File: config.mk
export PLATFORM = sky130hd
export DESIGN_NAME = virt_trap_decider
export DESIGN_NICKNAME = d
export VERILOG_FILES = /design/src/rtl/vtd_pkg.sv /design/src/rtl/vtd_mask_probe.sv /design/src/rtl/vtd_class_filter.sv /design/src/rtl/vtd_cfg_check.sv /design/src/rtl/virt_trap_decider.sv
export SDC_FILE = /design/constraint.sdc
export NUM_CORES = 1
export LEC_CHECK = 0
export ABC_AREA = 0
export ABC_CLOCK_PERIOD_IN_PS = 1500
export BUFFER_PORTS_ARGS = -buffer_cell sky130_fd_sc_hd__buf_2
export CORE_AREA = 2 2 39 41
export CTS_CLUSTER_SIZE = 40
export DETAILED_ROUTE_END_ITERATION = 12
export DIE_AREA = 0 0 41 43
export GPL_ROUTABILITY_DRIVEN = 1
export GPL_TIMING_DRIVEN = 0
export REMOVE_ABC_BUFFERS = 1
export SLEW_MARGIN = 20
export SYNTH_ARGS = -nofsm -noshare
export SYNTH_HDL_FRONTEND = slang
export SYNTH_SLANG_ARGS = --single-unit
File: constraint.sdc
create_clock -name clk -period 1.5 [get_ports clk]
set_input_delay 0.225 -clock clk [delete_from_list [all_inputs] [get_ports clk]]
set_output_delay 0.225 -clock clk [all_outputs]
set_load 0.005 [all_outputs]
File: src/rtl/vtd_pkg.sv
package vtd_pkg;

    localparam int CLS_W = 3;
    localparam int DIS_W = 4;
    localparam int ACC_W = 3;

    typedef enum logic [CLS_W-1:0] {
        CLS_NONE      = 3'd0,
        CLS_MCFG_RD   = 3'd1,
        CLS_MCFG_WR   = 3'd2,
        CLS_MDAT_WR   = 3'd3,
        CLS_MDAT_RD   = 3'd4,
        CLS_TMATCH_WR = 3'd5,
        CLS_SRMASK    = 3'd6,
        CLS_SWMOVE    = 3'd7
    } acc_cls_e;

    typedef struct packed {
        logic ibit_bypass;
        logic tmr_bypass;
        logic mdat_bypass;
        logic mcfg_bypass;
    } dis_ctrl_t;

    typedef struct packed {
        logic bank_sw;
        logic stat_rd;
        logic intr;
    } accel_t;

    typedef struct packed {
        logic zero;
        logic int_only;
    } mask_info_t;

    function automatic logic class_decide(acc_cls_e cls, mask_info_t mi, dis_ctrl_t d);
        logic t;
        case (cls)
            CLS_MCFG_RD,
            CLS_MCFG_WR:   t = ~d.mcfg_bypass;
            CLS_MDAT_WR:   t = ~d.mdat_bypass;
            CLS_TMATCH_WR: t = ~d.tmr_bypass;
            CLS_SRMASK:    t = mi.zero ? 1'b0 : ~(mi.int_only & d.ibit_bypass);
            CLS_SWMOVE:    t = 1'b1;
            default:       t = 1'b0;
        endcase
        return t;
    endfunction

endpackage

File: src/rtl/vtd_mask_probe.sv
module vtd_mask_probe
    import vtd_pkg::*;
#(
    parameter int MASK_W  = 24,
    parameter int INT_BIT = 14
) (
    input  logic [MASK_W-1:0] mask,
    output mask_info_t        info
);
    localparam logic [MASK_W-1:0] INT_MASK = {{(MASK_W-1){1'b0}}, 1'b1} << INT_BIT;

    logic [MASK_W-1:0] others;

    generate
        for (genvar i = 0; i < MASK_W; i++) begin : g_oth
            if (i == INT_BIT) begin : g_skip
                assign others[i] = 1'b0;
            end else begin : g_keep
                assign others[i] = mask[i];
            end
        end
    endgenerate

    assign info.zero     = (mask == '0);
    assign info.int_only = |(mask & INT_MASK) & ~(|others);
endmodule

File: src/rtl/vtd_class_filter.sv
module vtd_class_filter
    import vtd_pkg::*;
(
    input  acc_cls_e   cls,
    input  mask_info_t minfo,
    input  logic       guest,
    input  dis_ctrl_t  dis,
    output logic       need_trap
);
    always_comb begin
        need_trap = guest ? class_decide(cls, minfo, dis) : 1'b0;
    end
endmodule

File: src/rtl/vtd_cfg_check.sv
module vtd_cfg_check
    import vtd_pkg::*;
(
    input  dis_ctrl_t dis,
    input  accel_t    acc,
    output logic      err
);
    always_comb begin
        err = dis.ibit_bypass & (acc.intr | acc.stat_rd | acc.bank_sw);
    end
endmodule

File: src/rtl/virt_trap_decider.sv
module virt_trap_decider
    import vtd_pkg::*;
#(
    parameter int MASK_W  = 24,
    parameter int INT_BIT = 14
) (
    input  logic              clk,
    input  logic              rst,
    input  logic              acc_valid,
    input  logic [2:0]        acc_class,
    input  logic [MASK_W-1:0] acc_mask,
    input  logic              guest_mode,
    input  logic [3:0]        dis_ctrl,
    input  logic [2:0]        accel_en,
    output logic              trap_vld,
    output logic              trap_out,
    output logic              cfg_err
);
    acc_cls_e   cls_s;
    dis_ctrl_t  dis_s;
    accel_t     acc_s;
    mask_info_t minfo;
    logic       need_trap;

    assign cls_s = acc_cls_e'(acc_class);
    assign dis_s = dis_ctrl;
    assign acc_s = accel_en;

    vtd_mask_probe #(.MASK_W(MASK_W), .INT_BIT(INT_BIT)) u_probe (
        .mask (acc_mask),
        .info (minfo)
    );

    vtd_class_filter u_filter (
        .cls       (cls_s),
        .minfo     (minfo),
        .guest     (guest_mode),
        .dis       (dis_s),
        .need_trap (need_trap)
    );

    vtd_cfg_check u_cfg (
        .dis (dis_s),
        .acc (acc_s),
        .err (cfg_err)
    );

    always_ff @(posedge clk) begin
        if (rst) begin
            trap_vld <= 1'b0;
            trap_out <= 1'b0;
        end else begin
            trap_vld <= acc_valid;
            if (acc_valid) begin
                trap_out <= need_trap;
            end
        end
    end

    AST_HOST_NO_TRAP: assert property (@(posedge clk) disable iff (rst)
        acc_valid && !guest_mode |=> !trap_out);
    AST_MDAT_RD_PASS: assert property (@(posedge clk) disable iff (rst)
        acc_valid && acc_class == 3'd4 |=> !trap_out);
    AST_SWMOVE_TRAP: assert property (@(posedge clk) disable iff (rst)
        acc_valid && guest_mode && acc_class == 3'd7 |=> trap_out);
    AST_NONE_PASS: assert property (@(posedge clk) disable iff (rst)
        acc_valid && acc_class == 3'd0 |=> !trap_out);
    AST_RESULT_PULSE: assert property (@(posedge clk) disable iff (rst)
        acc_valid |=> trap_vld);
    AST_IDLE_HOLD: assert property (@(posedge clk) disable iff (rst)
        !acc_valid |=> !trap_vld && $stable(trap_out));
    AST_CFG_CONFLICT: assert property (@(posedge clk) disable iff (rst)
        dis_ctrl[3] && (accel_en != 3'b000) |-> cfg_err);
    AST_CFG_CLEAN: assert property (@(posedge clk) disable iff (rst)
        !dis_ctrl[3] |-> !cfg_err);
endmodule

==> results of run 1 <==
[flip-flops by register name, indices dropped and copies added, names as in the netlist]
| name | count |
|---|---|
| trap_out | 1 |
| trap_vld | 1 |
[per-layer routing]
metal	track usage (%)	vias up	part of all wire, %
li1	-	190	-
met1	11.4	153	41
met2	15.6	28	42
met3	3.14	0	17
met4	2.00	0	0
met5	0	-	0
[power groups by stage]
stage / combinational, µW / clock [µW] / sequential, µW
CTS: 76.7 / 124 / 57.9
global placement: 74.9 / 0 / 58.4
global route: 85.5 / 131 / 58.2
floorplan: 15.7 / 0 / 58.9
detailed placement: 76.3 / 0 / 58.6
finish: 75.3 / 116 / 57.9
[how the worst max path moves through the flow]
stage | start | end | slack, ns | cells past startpoint
5_1_grt | trap_out$_SDFFE_PP0P_ | trap_out$_SDFFE_PP0P_ | 0.32 | 4
2_1_floorplan | acc_mask[7] | trap_out$_SDFFE_PP0P_ | 0.49 | 4
4_1_cts | trap_out$_SDFFE_PP0P_ | trap_out$_SDFFE_PP0P_ | 0.43 | 4
6_report | trap_out$_SDFFE_PP0P_ | trap_out$_SDFFE_PP0P_ | 0.45 | 4
3_3_place_gp | acc_mask[0] | trap_out$_SDFFE_PP0P_ | 0.27 | 5
3_5_place_dp | acc_mask[7] | trap_out$_SDFFE_PP0P_ | 0.22 | 5
[stage by stage]
stage / hold slack, ns / setup WS, ns / power, µW
finish: 0.193 / 0.454 / 250
global route: 0.188 / 0.317 / 275
CTS: 0.182 / 0.426 / 258
detailed placement: 0.419 / 0.225 / 135
global placement: 0.417 / 0.270 / 133
floorplan: 0.297 / 0.490 / 74.6
[layout by cell type, fill, tap and decap left out, drive strengths merged]
master	count
buf	40
nor4	6
nor2	3
clkbuf	3
o2111ai	2
dfxtp	2
nor2b	1
nor3b	1
o21ai	1
nor4bb	1
a211oi	1
a311oi	1
inv	1
nand3	1
nand2	1
o211ai	1
o31a	1
[layout make-up]
| class | count | area, µm² |
|---|---|---|
| sequential | 2 | 40.0 |
| multi-input combinational | 21 | 155 |
| inverter | 1 | 3.75 |
| tap | 16 | 20.0 |
| clock buffer | 3 | 22.5 |
| fill | 158 | 942 |
| timing repair buffer | 40 | 200 |
[synthesized netlist by cell type]
cell	number
sky130_fd_sc_hd__a211oi_1	1
sky130_fd_sc_hd__a311oi_1	1
sky130_fd_sc_hd__dfxtp_1	2
sky130_fd_sc_hd__inv_1	1
sky130_fd_sc_hd__nand2_1	1
sky130_fd_sc_hd__nand3_1	1
sky130_fd_sc_hd__nor2_1	3
sky130_fd_sc_hd__nor2b_1	1
sky130_fd_sc_hd__nor3b_1	1
sky130_fd_sc_hd__nor4_1	3
sky130_fd_sc_hd__nor4_2	3
sky130_fd_sc_hd__nor4bb_1	1
sky130_fd_sc_hd__o2111ai_1	2
sky130_fd_sc_hd__o211ai_1	1
sky130_fd_sc_hd__o21ai_0	1
sky130_fd_sc_hd__o31a_1	1
[cell families after synthesis]
| family | synth area share, % |
|---|---|
| and+or+nand+nor | 50.3 |
| buffers and inverters | 1.88 |
| DFF | 20.1 |
| AOI/OAI and AO/OA | 27.7 |
[worst register-to-register path: cells and delay by family (launching register included)]
kind / cells / cell delay (ns)
AO/OA/AOI/OAI: 2 / 0.32
flip-flops: 1 / 0.34
AND/OR/NAND/NOR: 2 / 0.32
==> report_table.html, run 1 <==
<table>
<tr><th>Metric</th><th>Value</th></tr>
<tr><th colspan="2">Status</th></tr>
<tr><td>Run status</td><td>completed</td></tr>
<tr><th colspan="2">Synthesis</th></tr>
<tr><td>Library cell with the largest summed area after synthesis</td><td>sky130_fd_sc_hd__dfxtp_1</td></tr>
<tr><td>Fraction of post-synthesis cell area in the top cell type by area</td><td>just over 20%</td></tr>
<tr><td>Syn Area/Cell</td><td>just over 8 µm²</td></tr>
<tr><td>Total of warnings raised by yosys</td><td>0</td></tr>
<tr><td>Dominant cells by area after synthesis</td><td>sky130_fd_sc_hd__dfxtp_1, sky130_fd_sc_hd__nor4_2, sky130_fd_sc_hd__nor4_1</td></tr>
<tr><td>Distinct cell type count after synthesis</td><td>16</td></tr>
<tr><td>Cell count after synthesis</td><td>24</td></tr>
<tr><td>Proportion of synthesized chip area in sequential cells</td><td>between 20% and 30%</td></tr>
<tr><td>Post-synthesis instance area</td><td>199 µm²</td></tr>
<tr><td>Number of synthesized register bits</td><td>2</td></tr>
<tr><th colspan="2">Global route</th></tr>
<tr><td>Global-route wire length before repair</td><td>1.20 mm</td></tr>
<tr><td>Total GRT Usage</td><td>about a tenth</td></tr>
<tr><td>Pin count of the biggest net entering global routing</td><td>6</td></tr>
<tr><td>Gr ovfl total</td><td>0</td></tr>
<tr><td>Number of antenna violations at the first check in global routing</td><td>0</td></tr>
<tr><td>Via count of the first global-routing pass</td><td>between 300 and 400</td></tr>
<tr><th colspan="2">Drt</th></tr>
<tr><td>Vias per inst</td><td>~4.5</td></tr>
<tr><td>Number of DRC markers in iteration 0</td><td>3</td></tr>
<tr><td>Total vias in the final route</td><td>371</td></tr>
<tr><td>DRC errors left</td><td>0</td></tr>
<tr><td>Pre-Repair DR Iteration Count</td><td>2</td></tr>
<tr><td>Average routed wire per standard cell</td><td>9.11 µm</td></tr>
<tr><td>Routed Antenna Nets</td><td>0</td></tr>
<tr><td>WL final</td><td>756 µm</td></tr>
<tr><th colspan="2">Worst setup path</th></tr>
<tr><td>Critical path fanouts, max</td><td>3</td></tr>
<tr><td>Data required time of the critical path</td><td>~1.6 ns</td></tr>
<tr><td>Reg2Reg Depth</td><td>4</td></tr>
<tr><td>Top cell family by delay on the critical path</td><td>flip-flops</td></tr>
<tr><td>Slowest-stage cell, CP</td><td>sky130_fd_sc_hd__dfxtp_1</td></tr>
<tr><td>Arrival time at the worst endpoint</td><td>approximately 1.2 ns</td></tr>
<tr><td>Category of the worst setup path capture point</td><td>flop</td></tr>
<tr><td>Slack of the worst reg-to-reg path</td><td>0.45 ns</td></tr>
<tr><td>CP max stage delay</td><td>roughly 0.34 ns</td></tr>
<tr><td>Critical path cell sequence</td><td>nor2_1 -&gt; nor3b_1 -&gt; o21ai_0 -&gt; o211ai_1</td></tr>
<tr><td>Buffers plus inverters on the worst setup path</td><td>0</td></tr>
<tr><td>Critical path launch point type</td><td>flop</td></tr>
<tr><td>Source of the worst register-to-register timing path</td><td>trap_out$_SDFFE_PP0P_</td></tr>
<tr><td>Capture point of the worst reg-to-reg path</td><td>trap_out$_SDFFE_PP0P_</td></tr>
<tr><td>Kind of critical path</td><td>flop to flop</td></tr>
<tr><th colspan="2">Placement</th></tr>
<tr><td>Placer Congestion</td><td>0.585</td></tr>
<tr><td>Dpl cell area</td><td>419 µm²</td></tr>
<tr><td>I/O Buffers</td><td>40</td></tr>
<tr><td>Dpl cells</td><td>80</td></tr>
<tr><th colspan="2">Power and ir drop</th></tr>
<tr><td>Fraction of power consumed by sequential logic</td><td>a little under a quarter</td></tr>
<tr><td>Net switching power of the design</td><td>a little under 60 µW</td></tr>
<tr><td>Power per Cell Area</td><td>approximately 560 nW/µm²</td></tr>
<tr><td>Highest ir drop seen on vdd</td><td>208 µV</td></tr>
<tr><td>Switch share</td><td>a little under a quarter</td></tr>
<tr><td>Combinational share of power</td><td>30.2%</td></tr>
<tr><td>Internal power consumption</td><td>around 190 µW</td></tr>
<tr><td>Clock share of power</td><td>around 47%</td></tr>
<tr><td>Leakage component of the power</td><td>approximately 0.00022 µW</td></tr>
<tr><th colspan="2">Min path</th></tr>
<tr><td>Hold Path Cell Cnt</td><td>2</td></tr>
<tr><td>Hold_sp</td><td>rst</td></tr>
<tr><td>Type of the most critical hold path</td><td>input port to flop</td></tr>
<tr><td>Endpoint of the worst hold-timing path</td><td>trap_vld$_SDFF_PP0_</td></tr>
<tr><th colspan="2">STA</th></tr>
<tr><td>Worst setup skew after layout</td><td>0 ns</td></tr>
<tr><td>Slew at the pin closest to its max-slew limit</td><td>~0.27 ns</td></tr>
<tr><td>Fin crit share</td><td>69.7%</td></tr>
<tr><td>FMAX</td><td>about 960 MHz</td></tr>
<tr><td>Number of hold-slack violations in the final timing report</td><td>0</td></tr>
<tr><td>Final setup vio count</td><td>0</td></tr>
<tr><td>Unrepaired setup endpoints after global routing</td><td>no</td></tr>
<tr><td>Final number of max-transition violations</td><td>0</td></tr>
<tr><td>Final setup TNS</td><td>0 ns</td></tr>
<tr><td>Max-slew headroom</td><td>between 80% and 90%</td></tr>
<tr><td>Final period demand of the worst path</td><td>roughly 1.0 ns</td></tr>
<tr><th colspan="2">Floorplan</th></tr>
<tr><td># IOs</td><td>41</td></tr>
<tr><td>Die W</td><td>~41 µm</td></tr>
<tr><td>Core Box Area</td><td>roughly 1400 µm²</td></tr>
<tr><td>Starting density of the core</td><td>between 10 and 15%</td></tr>
<tr><td>Height of the chip</td><td>around 43 µm</td></tr>
<tr><td>Core Rows</td><td>14</td></tr>
<tr><td>Die footprint</td><td>~1800 µm²</td></tr>
<tr><th colspan="2">Layout</th></tr>
<tr><td>Growth of design area from synthesis to finish</td><td>122%</td></tr>
<tr><td>Diode insertion count for antenna repair</td><td>0</td></tr>
<tr><td>Layout cells sized above 1</td><td>68.7%</td></tr>
<tr><td>Total non-filler cell area in the finished layout</td><td>around 440 µm²</td></tr>
<tr><td>Final non-filler cell total</td><td>between 80 and 90</td></tr>
<tr><td>Final net count</td><td>~110</td></tr>
<tr><td>Final core occ</td><td>about a third</td></tr>
<tr><th colspan="2">Clock network</th></tr>
<tr><td>Total clock sinks</td><td>2</td></tr>
<tr><td>Postcts setup bufs</td><td>0</td></tr>
<tr><td>Number of H-tree branching levels</td><td>1</td></tr>
<tr><td>Clock tree from TritonCTS</td><td>built</td></tr>
<tr><td>Number of buffers on the longest clock path</td><td>2</td></tr>
<tr><td>Library cell used as clock root buffer</td><td>sky130_fd_sc_hd__clkbuf_4</td></tr>
<tr><td>Number of CTS-inserted buffers</td><td>3</td></tr>
<tr><td>Clock input transition at the sequential cells of the worst setup and hold paths</td><td>about 0.03 ns</td></tr>
<tr><td>Skew-Pair Late Insertion Delay</td><td>0.22 ns</td></tr>
<tr><td>Count of hold buffers inserted by post-cts repair</td><td>0</td></tr>
<tr><td>Quantity of gates resized following cts</td><td>0</td></tr>
<tr><th colspan="2">Flow run</th></tr>
<tr><td>Max-capacitance violation count</td><td>0</td></tr>
</table>
Note: power is estimated with default switching activity, not from simulation.
==> run 2: changes to the inputs <==
Settings changed: ABC_CLOCK_PERIOD_IN_PS 1500 to 1100.
Clock period 1.5 ns to 1.1 ns, I/O delays scaled along.
==> run 2 against run 1 <==
Flip-flop and latch count stayed put. Clock skew stayed put. Clock power grew 37%. Combinational power rose by 38%. Critical path depth unchanged. Register-to-register slack worse by 0.33 ns. Fmax rose by 7.2%. Worst hold slack got worse by 0.047 ns. Core utilization is 0.36 points higher.
==> report_table.html, run 2 (synthesis results as in run 1) <==
<table>
<tr><th>Metric</th><th>Value</th></tr>
<tr><th colspan="2">Status</th></tr>
<tr><td>Run status</td><td>completed</td></tr>
<tr><th colspan="2">Drt</th></tr>
<tr><td>Routed Antenna Nets</td><td>0 (unchanged)</td></tr>
<tr><td>Pre-Repair DR Iteration Count</td><td>2 (unchanged)</td></tr>
<tr><td>Average routed wire per standard cell</td><td>9.28 µm (+1.9%)</td></tr>
<tr><td>Number of DRC markers in iteration 0</td><td>2 (-1)</td></tr>
<tr><td>DRC errors left</td><td>0 (unchanged)</td></tr>
<tr><td>Vias per inst</td><td>4.51 (+0.81%)</td></tr>
<tr><td>Total vias in the final route</td><td>374 (+0.81%)</td></tr>
<tr><td>WL final</td><td>770 µm (+1.9%)</td></tr>
<tr><th colspan="2">Floorplan</th></tr>
<tr><td>Core Box Area</td><td>1380 µm² (unchanged)</td></tr>
<tr><td># IOs</td><td>41 (unchanged)</td></tr>
<tr><td>Die W</td><td>41 µm (unchanged)</td></tr>
<tr><td>Height of the chip</td><td>43 µm (unchanged)</td></tr>
<tr><td>Core Rows</td><td>14 (unchanged)</td></tr>
<tr><td>Starting density of the core</td><td>14.4% (unchanged)</td></tr>
<tr><td>Die footprint</td><td>1760 µm² (unchanged)</td></tr>
<tr><th colspan="2">Placement</th></tr>
<tr><td>Placer Congestion</td><td>0.585 (unchanged)</td></tr>
<tr><td>I/O Buffers</td><td>40 (unchanged)</td></tr>
<tr><td>Worst setup slack before clock tree synthesis</td><td>-0.115 ns (-0.340 ns)</td></tr>
<tr><th colspan="2">Worst setup path</th></tr>
<tr><td>Critical path launch point type</td><td>flop</td></tr>
<tr><td>Top cell family by delay on the critical path</td><td>flip-flops</td></tr>
<tr><td>Kind of critical path</td><td>flop to flop</td></tr>
<tr><td>Slowest-stage cell, CP</td><td>sky130_fd_sc_hd__dfxtp_1</td></tr>
<tr><td>Critical path cell sequence</td><td>nor2_1 -&gt; nor3b_2 -&gt; o21ai_0 -&gt; o211ai_1</td></tr>
<tr><td>Arrival time at the worst endpoint</td><td>1.11 ns (-0.07 ns)</td></tr>
<tr><td>Buffers plus inverters on the worst setup path</td><td>0 (unchanged)</td></tr>
<tr><td>Critical path fanouts, max</td><td>3 (unchanged)</td></tr>
<tr><td>Data required time of the critical path</td><td>1.24 ns (-0.40 ns)</td></tr>
<tr><td>Category of the worst setup path capture point</td><td>flop</td></tr>
<tr><td>CP max stage delay</td><td>0.34 ns (about the same)</td></tr>
<tr><th colspan="2">Power and ir drop</th></tr>
<tr><td>Fraction of power consumed by sequential logic</td><td>23.1% (about the same)</td></tr>
<tr><td>Net switching power of the design</td><td>80.0 µW (+38%)</td></tr>
<tr><td>Power per Cell Area</td><td>765 nW/µm² (+35%)</td></tr>
<tr><td>Switch share</td><td>23.4% (+0.18 points)</td></tr>
<tr><td>Combinational share of power</td><td>30.5% (+0.3 points)</td></tr>
<tr><td>Leakage component of the power</td><td>0.000222 µW (+0.84%)</td></tr>
<tr><td>Highest ir drop seen on vdd</td><td>283 µV (+36%)</td></tr>
<tr><td>Internal power consumption</td><td>262 µW (+37%)</td></tr>
<tr><td>Clock share of power</td><td>46.4% (-0.2 points)</td></tr>
<tr><td>Power consumption</td><td>342 µW (+37%)</td></tr>
<tr><th colspan="2">Global route</th></tr>
<tr><td>Gr ovfl total</td><td>0 (unchanged)</td></tr>
<tr><td>Met2 GRT Util</td><td>15.6% (unchanged)</td></tr>
<tr><td>Highest-utilization routing layer at the global route stage</td><td>met2</td></tr>
<tr><td>Via count of the first global-routing pass</td><td>354 (unchanged)</td></tr>
<tr><td>Total GRT Usage</td><td>9.50% (unchanged)</td></tr>
<tr><td>Number of antenna violations at the first check in global routing</td><td>0 (unchanged)</td></tr>
<tr><td>Fraction of met3 tracks used by global routing</td><td>3.14% (unchanged)</td></tr>
<tr><td>Pin count of the biggest net entering global routing</td><td>6 (unchanged)</td></tr>
<tr><td>Global-route wire length before repair</td><td>1.20 mm (unchanged)</td></tr>
<tr><td>GR Util met1</td><td>11.4% (unchanged)</td></tr>
<tr><th colspan="2">Layout</th></tr>
<tr><td>Growth of design area from synthesis to finish</td><td>125%</td></tr>
<tr><td>Most common cell after layout, fill and taps aside</td><td>sky130_fd_sc_hd__buf_2</td></tr>
<tr><td>Biggest regs</td><td>trap_out: 1 flops, trap_vld: 1 flops</td></tr>
<tr><td>Multi-input combinational cell area</td><td>160 µm² (+3.2%)</td></tr>
<tr><td>Diode insertion count for antenna repair</td><td>0 (unchanged)</td></tr>
<tr><td>Filler cells</td><td>161 (+1.9%)</td></tr>
<tr><td>Sequential cell area in the final layout</td><td>40.0 µm² (unchanged)</td></tr>
<tr><td>Layout cells sized above 1</td><td>70.1% (+1.5 points)</td></tr>
<tr><td>Top library cells by usage in the layout, fill and taps aside</td><td>sky130_fd_sc_hd__buf_2, sky130_fd_sc_hd__nor2_1, sky130_fd_sc_hd__nor4_2, sky130_fd_sc_hd__nor4_1, sky130_fd_sc_hd__clkbuf_4</td></tr>
<tr><td>Final net count</td><td>107 (unchanged)</td></tr>
<tr><th colspan="2">STA</th></tr>
<tr><td>Final number of max-transition violations</td><td>0 (unchanged)</td></tr>
<tr><td>Max-slew headroom</td><td>84.2% (+2.1 points)</td></tr>
<tr><td>Number of hold-slack violations in the final timing report</td><td>0 (unchanged)</td></tr>
<tr><td>Final setup vio count</td><td>0 (unchanged)</td></tr>
<tr><td>Fin crit share</td><td>88.7% (+19 points)</td></tr>
<tr><td>Final worst setup slack</td><td>0.125 ns (-0.330 ns)</td></tr>
<tr><td>Final setup TNS</td><td>0 ns (unchanged)</td></tr>
<tr><td>Unrepaired setup endpoints after global routing</td><td>no</td></tr>
<tr><td>Slew at the pin closest to its max-slew limit</td><td>0.235 ns (-0.0332 ns)</td></tr>
<tr><td>Worst setup skew after layout</td><td>0 ns (unchanged)</td></tr>
<tr><td>FMAX</td><td>1030 MHz (+7.2%)</td></tr>
<tr><td>Final period demand of the worst path</td><td>0.975 ns (-0.0704 ns)</td></tr>
<tr><th colspan="2">Flow run</th></tr>
<tr><td>Max-capacitance violation count</td><td>0 (unchanged)</td></tr>
<tr><th colspan="2">Clock network</th></tr>
<tr><td>Clock tree from TritonCTS</td><td>built</td></tr>
<tr><td>Postcts setup bufs</td><td>0 (unchanged)</td></tr>
<tr><td>Total clock sinks</td><td>2 (unchanged)</td></tr>
<tr><td>Library cell used as clock root buffer</td><td>sky130_fd_sc_hd__clkbuf_4</td></tr>
<tr><td>Clock input transition at the sequential cells of the worst setup and hold paths</td><td>0.03 ns (about the same)</td></tr>
<tr><td>Number of H-tree branching levels</td><td>1 (unchanged)</td></tr>
<tr><td>Number of CTS-inserted buffers</td><td>3 (unchanged)</td></tr>
<tr><td>Number of buffers on the longest clock path</td><td>2 (unchanged)</td></tr>
<tr><td>Skew-Pair Late Insertion Delay</td><td>0.22 ns (about the same)</td></tr>
<tr><th colspan="2">Min path</th></tr>
<tr><td>Type of the most critical hold path</td><td>input port to flop</td></tr>
</table>
## run 2: cell counts in the layout (fill, tap and decap cells not counted)
Identical to the previous run, type by type.
## run 2: layout make-up
cell class,instances,share of cell area [%]
timing repair buffer,40,44.8
multi-input combinational,21,35.9
sequential,2,8.96
clock buffer,3,5.04
tap,16,4.48
inverter,1,0.840
## run 2: power groups by stage
stage	clock (µW)	sequential, µW	combinational [µW]
after floorplan	0	80.3	21.4
after global placement	0	79.6	102
after detailed placement	0	80.0	104
after CTS	169	79.0	105
after global routing	179	79.4	119
final	159	78.9	104
## run 2: repair_timing
item	4_1_cts	5_1_grt
resized for setup	0	1
endpoints found under the setup margin	0	1
hold buffers	0	0
## run 2: routing by layer
metal / part of all wire, % / up-vias
met3: 16 / 0
met4: 0 / 0
met5: 0 / -
met2: 44 / 28
li1: - / 189
met1: 39 / 157
## run 2: per-stage QoR
stage / area (µm²) / utilization (%) / hold slack [ns] / cells
after global placement: 419 / 30.3 / 0.357 / 80
after global routing: 447 / 32.3 / 0.146 / 83
final: 447 / 32.3 / 0.147 / 83
after CTS: 442 / 31.9 / 0.122 / 83
after floorplan: 199 / - / 0.237 / 24
after detailed placement: 419 / 30.3 / 0.359 / 80
## run 2: final timing paths
kind,start,end,slack [ns],cells past startpoint
setup reg to reg,trap_out$_SDFFE_PP0P_,trap_out$_SDFFE_PP0P_,0.12,4
hold / removal,rst,trap_vld$_SDFF_PP0_,0.15,2
setup / recovery,trap_out$_SDFFE_PP0P_,trap_out$_SDFFE_PP0P_,0.12,4
hold reg to reg,trap_out$_SDFFE_PP0P_,trap_out$_SDFFE_PP0P_,0.51,2
==> run 3: changes to the inputs <==
Settings changed: BUFFER_PORTS_ARGS -buffer_cell sky130_fd_sc_hd__buf_2 to -buffer_cell sky130_fd_sc_hd__clkbuf_2, CTS_CLUSTER_SIZE 40 to default.
==> run 3 against run 2 <==
Critical path depth unchanged. Fmax increased by 2.1%. First-iteration DRC count decreased by 100%. Design area unchanged. Sequential power about the same. Worst setup slack improved by 0.020 ns. Power increased by 0.39%. Sequential share of layout area unchanged. Cell count unchanged. Largest cell class unchanged.
==> report_table.html, run 3 (synthesis results as in run 1) <==
<table>
<tr><th>Metric</th><th>Value</th></tr>
<tr><th colspan="2">Drt</th></tr>
<tr><td>WL final</td><td>749 µm (-2.7%)</td></tr>
<tr><td>Pre-Repair DR Iteration Count</td><td>1 (-1)</td></tr>
<tr><td>Total vias in the final route</td><td>364 (-2.7%)</td></tr>
<tr><td>Number of DRC markers in iteration 0</td><td>0 (-2)</td></tr>
<tr><td>Vias per inst</td><td>4.39 (-2.7%)</td></tr>
<tr><td>DRC errors left</td><td>0 (unchanged)</td></tr>
<tr><td>Routed Antenna Nets</td><td>0 (unchanged)</td></tr>
<tr><td>Average routed wire per standard cell</td><td>9.02 µm (-2.7%)</td></tr>
<tr><th colspan="2">Worst setup path</th></tr>
<tr><td>Kind of critical path</td><td>flop to flop</td></tr>
<tr><td>Critical path fanouts, max</td><td>3 (unchanged)</td></tr>
<tr><td>Critical path startpoint</td><td>trap_out$_SDFFE_PP0P_</td></tr>
<tr><td>Data required time of the critical path</td><td>1.24 ns (about the same)</td></tr>
<tr><td>Category of the worst setup path capture point</td><td>flop</td></tr>
<tr><td>Source of the worst register-to-register timing path</td><td>trap_out$_SDFFE_PP0P_</td></tr>
<tr><td>Arrival time at the worst endpoint</td><td>1.10 ns (about the same)</td></tr>
<tr><td>Critical path launch point type</td><td>flop</td></tr>
<tr><th colspan="2">Placement</th></tr>
<tr><td>Dpl cells</td><td>80 (unchanged)</td></tr>
<tr><td>HPWL after detailed placement</td><td>approximately 700 µm</td></tr>
<tr><td>I/O Buffers</td><td>40 (unchanged)</td></tr>
<tr><td>Placer Congestion</td><td>0.569 (-2.7%)</td></tr>
<tr><th colspan="2">Clock network</th></tr>
<tr><td>Clock tree from TritonCTS</td><td>built</td></tr>
<tr><td>Number of H-tree branching levels</td><td>1 (unchanged)</td></tr>
<tr><td>Skew-Pair Late Insertion Delay</td><td>0.22 ns (about the same)</td></tr>
<tr><td>Number of CTS-inserted buffers</td><td>3 (unchanged)</td></tr>
<tr><td>Count of hold buffers inserted by post-cts repair</td><td>0 (unchanged)</td></tr>
<tr><td>Number of buffers on the longest clock path</td><td>2 (unchanged)</td></tr>
<tr><td>Total clock sinks</td><td>2 (unchanged)</td></tr>
<tr><td>Library cell used as clock root buffer</td><td>sky130_fd_sc_hd__clkbuf_4</td></tr>
<tr><td>Clock input transition at the sequential cells of the worst setup and hold paths</td><td>0.03 ns (about the same)</td></tr>
<tr><th colspan="2">Layout</th></tr>
<tr><td>Top library cells by usage in the layout, fill and taps aside</td><td>sky130_fd_sc_hd__clkbuf_2, sky130_fd_sc_hd__nor2_1, sky130_fd_sc_hd__nor4_2, sky130_fd_sc_hd__nor4_1, sky130_fd_sc_hd__clkbuf_4</td></tr>
<tr><td>Diode insertion count for antenna repair</td><td>0 (unchanged)</td></tr>
<tr><td>Biggest regs</td><td>trap_out: 1 flops, trap_vld: 1 flops</td></tr>
<tr><td>Filler cells</td><td>153 (-5.0%)</td></tr>
<tr><td>Growth of design area from synthesis to finish</td><td>125% (unchanged)</td></tr>
<tr><td>Layout cells sized above 1</td><td>70.1% (unchanged)</td></tr>
<tr><td>Final non-filler cell total</td><td>83 (unchanged)</td></tr>
<tr><td>Most common cell after layout, fill and taps aside</td><td>sky130_fd_sc_hd__clkbuf_2</td></tr>
<tr><td>Final net count</td><td>107 (unchanged)</td></tr>
<tr><th colspan="2">Floorplan</th></tr>
<tr><td>Die W</td><td>41 µm (unchanged)</td></tr>
<tr><td>Core Rows</td><td>14 (unchanged)</td></tr>
<tr><td>Core Box Area</td><td>1380 µm² (unchanged)</td></tr>
<tr><td># IOs</td><td>41 (unchanged)</td></tr>
<tr><td>Height of the chip</td><td>43 µm (unchanged)</td></tr>
<tr><td>Starting density of the core</td><td>14.4% (unchanged)</td></tr>
<tr><td>Die footprint</td><td>1760 µm² (unchanged)</td></tr>
<tr><th colspan="2">Global route</th></tr>
<tr><td>GR Util met1</td><td>11.7% (+0.32 points)</td></tr>
<tr><td>Fraction of met3 tracks used by global routing</td><td>3.14% (unchanged)</td></tr>
<tr><td>Via count of the first global-routing pass</td><td>355 (+0.28%)</td></tr>
<tr><td>Number of antenna violations at the first check in global routing</td><td>0 (unchanged)</td></tr>
<tr><td>Gr ovfl total</td><td>0 (unchanged)</td></tr>
<tr><td>Pin count of the biggest net entering global routing</td><td>6 (unchanged)</td></tr>
<tr><td>Highest-utilization routing layer at the global route stage</td><td>met2</td></tr>
<tr><td>Global-route wire length before repair</td><td>1.24 mm (+3.5%)</td></tr>
<tr><td>Total GRT Usage</td><td>9.80% (+0.30 points)</td></tr>
<tr><td>Met2 GRT Util</td><td>16.3% (+0.63 points)</td></tr>
<tr><th colspan="2">STA</th></tr>
<tr><td>Worst setup skew after layout</td><td>0 ns (unchanged)</td></tr>
<tr><td>Unrepaired setup endpoints after global routing</td><td>no</td></tr>
<tr><td>Fin crit share</td><td>86.9% (-1.8 points)</td></tr>
<tr><td>FMAX</td><td>1050 MHz (+2.1%)</td></tr>
<tr><td>Slew at the pin closest to its max-slew limit</td><td>0.236 ns (+0.000428 ns)</td></tr>
<tr><td>Final setup TNS</td><td>0 ns (unchanged)</td></tr>
<tr><td>Max-slew headroom</td><td>84.1% (about the same)</td></tr>
<tr><td>Final period demand of the worst path</td><td>0.956 ns (-0.0197 ns)</td></tr>
<tr><td>Final number of max-transition violations</td><td>0 (unchanged)</td></tr>
<tr><td>Number of hold-slack violations in the final timing report</td><td>0 (unchanged)</td></tr>
<tr><td>Final setup vio count</td><td>0 (unchanged)</td></tr>
<tr><td>Worst hold slack</td><td>0.146 ns (-0.000920 ns)</td></tr>
<tr><th colspan="2">Power and ir drop</th></tr>
<tr><td>Power per Cell Area</td><td>768 nW/µm² (+0.39%)</td></tr>
<tr><td>Leakage component of the power</td><td>0.000229 µW (+3.2%)</td></tr>
<tr><td>Highest ir drop seen on vdd</td><td>375 µV (+33%)</td></tr>
<tr><th colspan="2">Flow run</th></tr>
<tr><td>Max-capacitance violation count</td><td>0 (unchanged)</td></tr>
<tr><th colspan="2">Min path</th></tr>
<tr><td>Type of the most critical hold path</td><td>input port to flop</td></tr>
<tr><td>Hold_sp</td><td>rst</td></tr>
<tr><th colspan="2">Status</th></tr>
<tr><td>Run status</td><td>completed</td></tr>
</table>
-- run 3: worst paths after layout --
check / end / slack [ns] / depth (start not counted)
worst max-delay path: trap_out$_SDFFE_PP0P_ / 0.14 / 4
worst max register to register: trap_out$_SDFFE_PP0P_ / 0.14 / 4
worst min register to register: trap_out$_SDFFE_PP0P_ / 0.51 / 2
worst min-delay path: trap_vld$_SDFF_PP0_ / 0.15 / 2
-- run 3: critical path, cell delays in order, from the launching register on --
cell and delay, ns:
sky130_fd_sc_hd__dfxtp_1 0.33, sky130_fd_sc_hd__nor2_1 0.06, sky130_fd_sc_hd__nor3b_2 0.20, sky130_fd_sc_hd__o21ai_0 0.11
sky130_fd_sc_hd__o211ai_1 0.17
-- run 3: final cells by class --
type	instances	area [µm²]	area share, %
timing repair buffer	40	200	44.8
multi-input combinational	21	160	35.9
inverter	1	3.75	0.840
clock buffer	3	22.5	5.04
sequential	2	40.0	8.96
tap	16	20.0	4.48
-- run 3: metal layers --
metal,up-vias,share of wire (%)
met5,-,0
met4,0,0
met3,0,14
met2,28,44
met1,146,42
li1,190,-
-- run 3: through the flow --
stage	utilization, %	cell area, µm²	worst slack, ns	total power, µW
3_5_place_dp	30.3	419	-0.0870	184
4_1_cts	31.9	442	0.0493	354
2_1_floorplan	-	199	0.150	102
3_3_place_gp	30.3	419	-0.0546	182
6_report	32.3	447	0.144	343
5_1_grt	32.3	447	0.0134	377
-- run 3: power by group --
part | switching, µW | internal (µW) | total (µW) | leakage, µW
clock network | 39.7 | 120 | 160 | 0.0000138
registers | 1.73 | 77.1 | 78.8 | 0.0000165
logic | 39.5 | 65.0 | 104 | 0.000199
total | 80.9 | 262 | 343 | 0.000229
-- run 3: timing repair --
action / 4_1_cts / 5_1_grt
endpoints found under the setup margin: 0 / 1
hold endpoints to repair: 0 / 0
buffers inserted: 0 / 0
gates resized for setup: 0 / 1
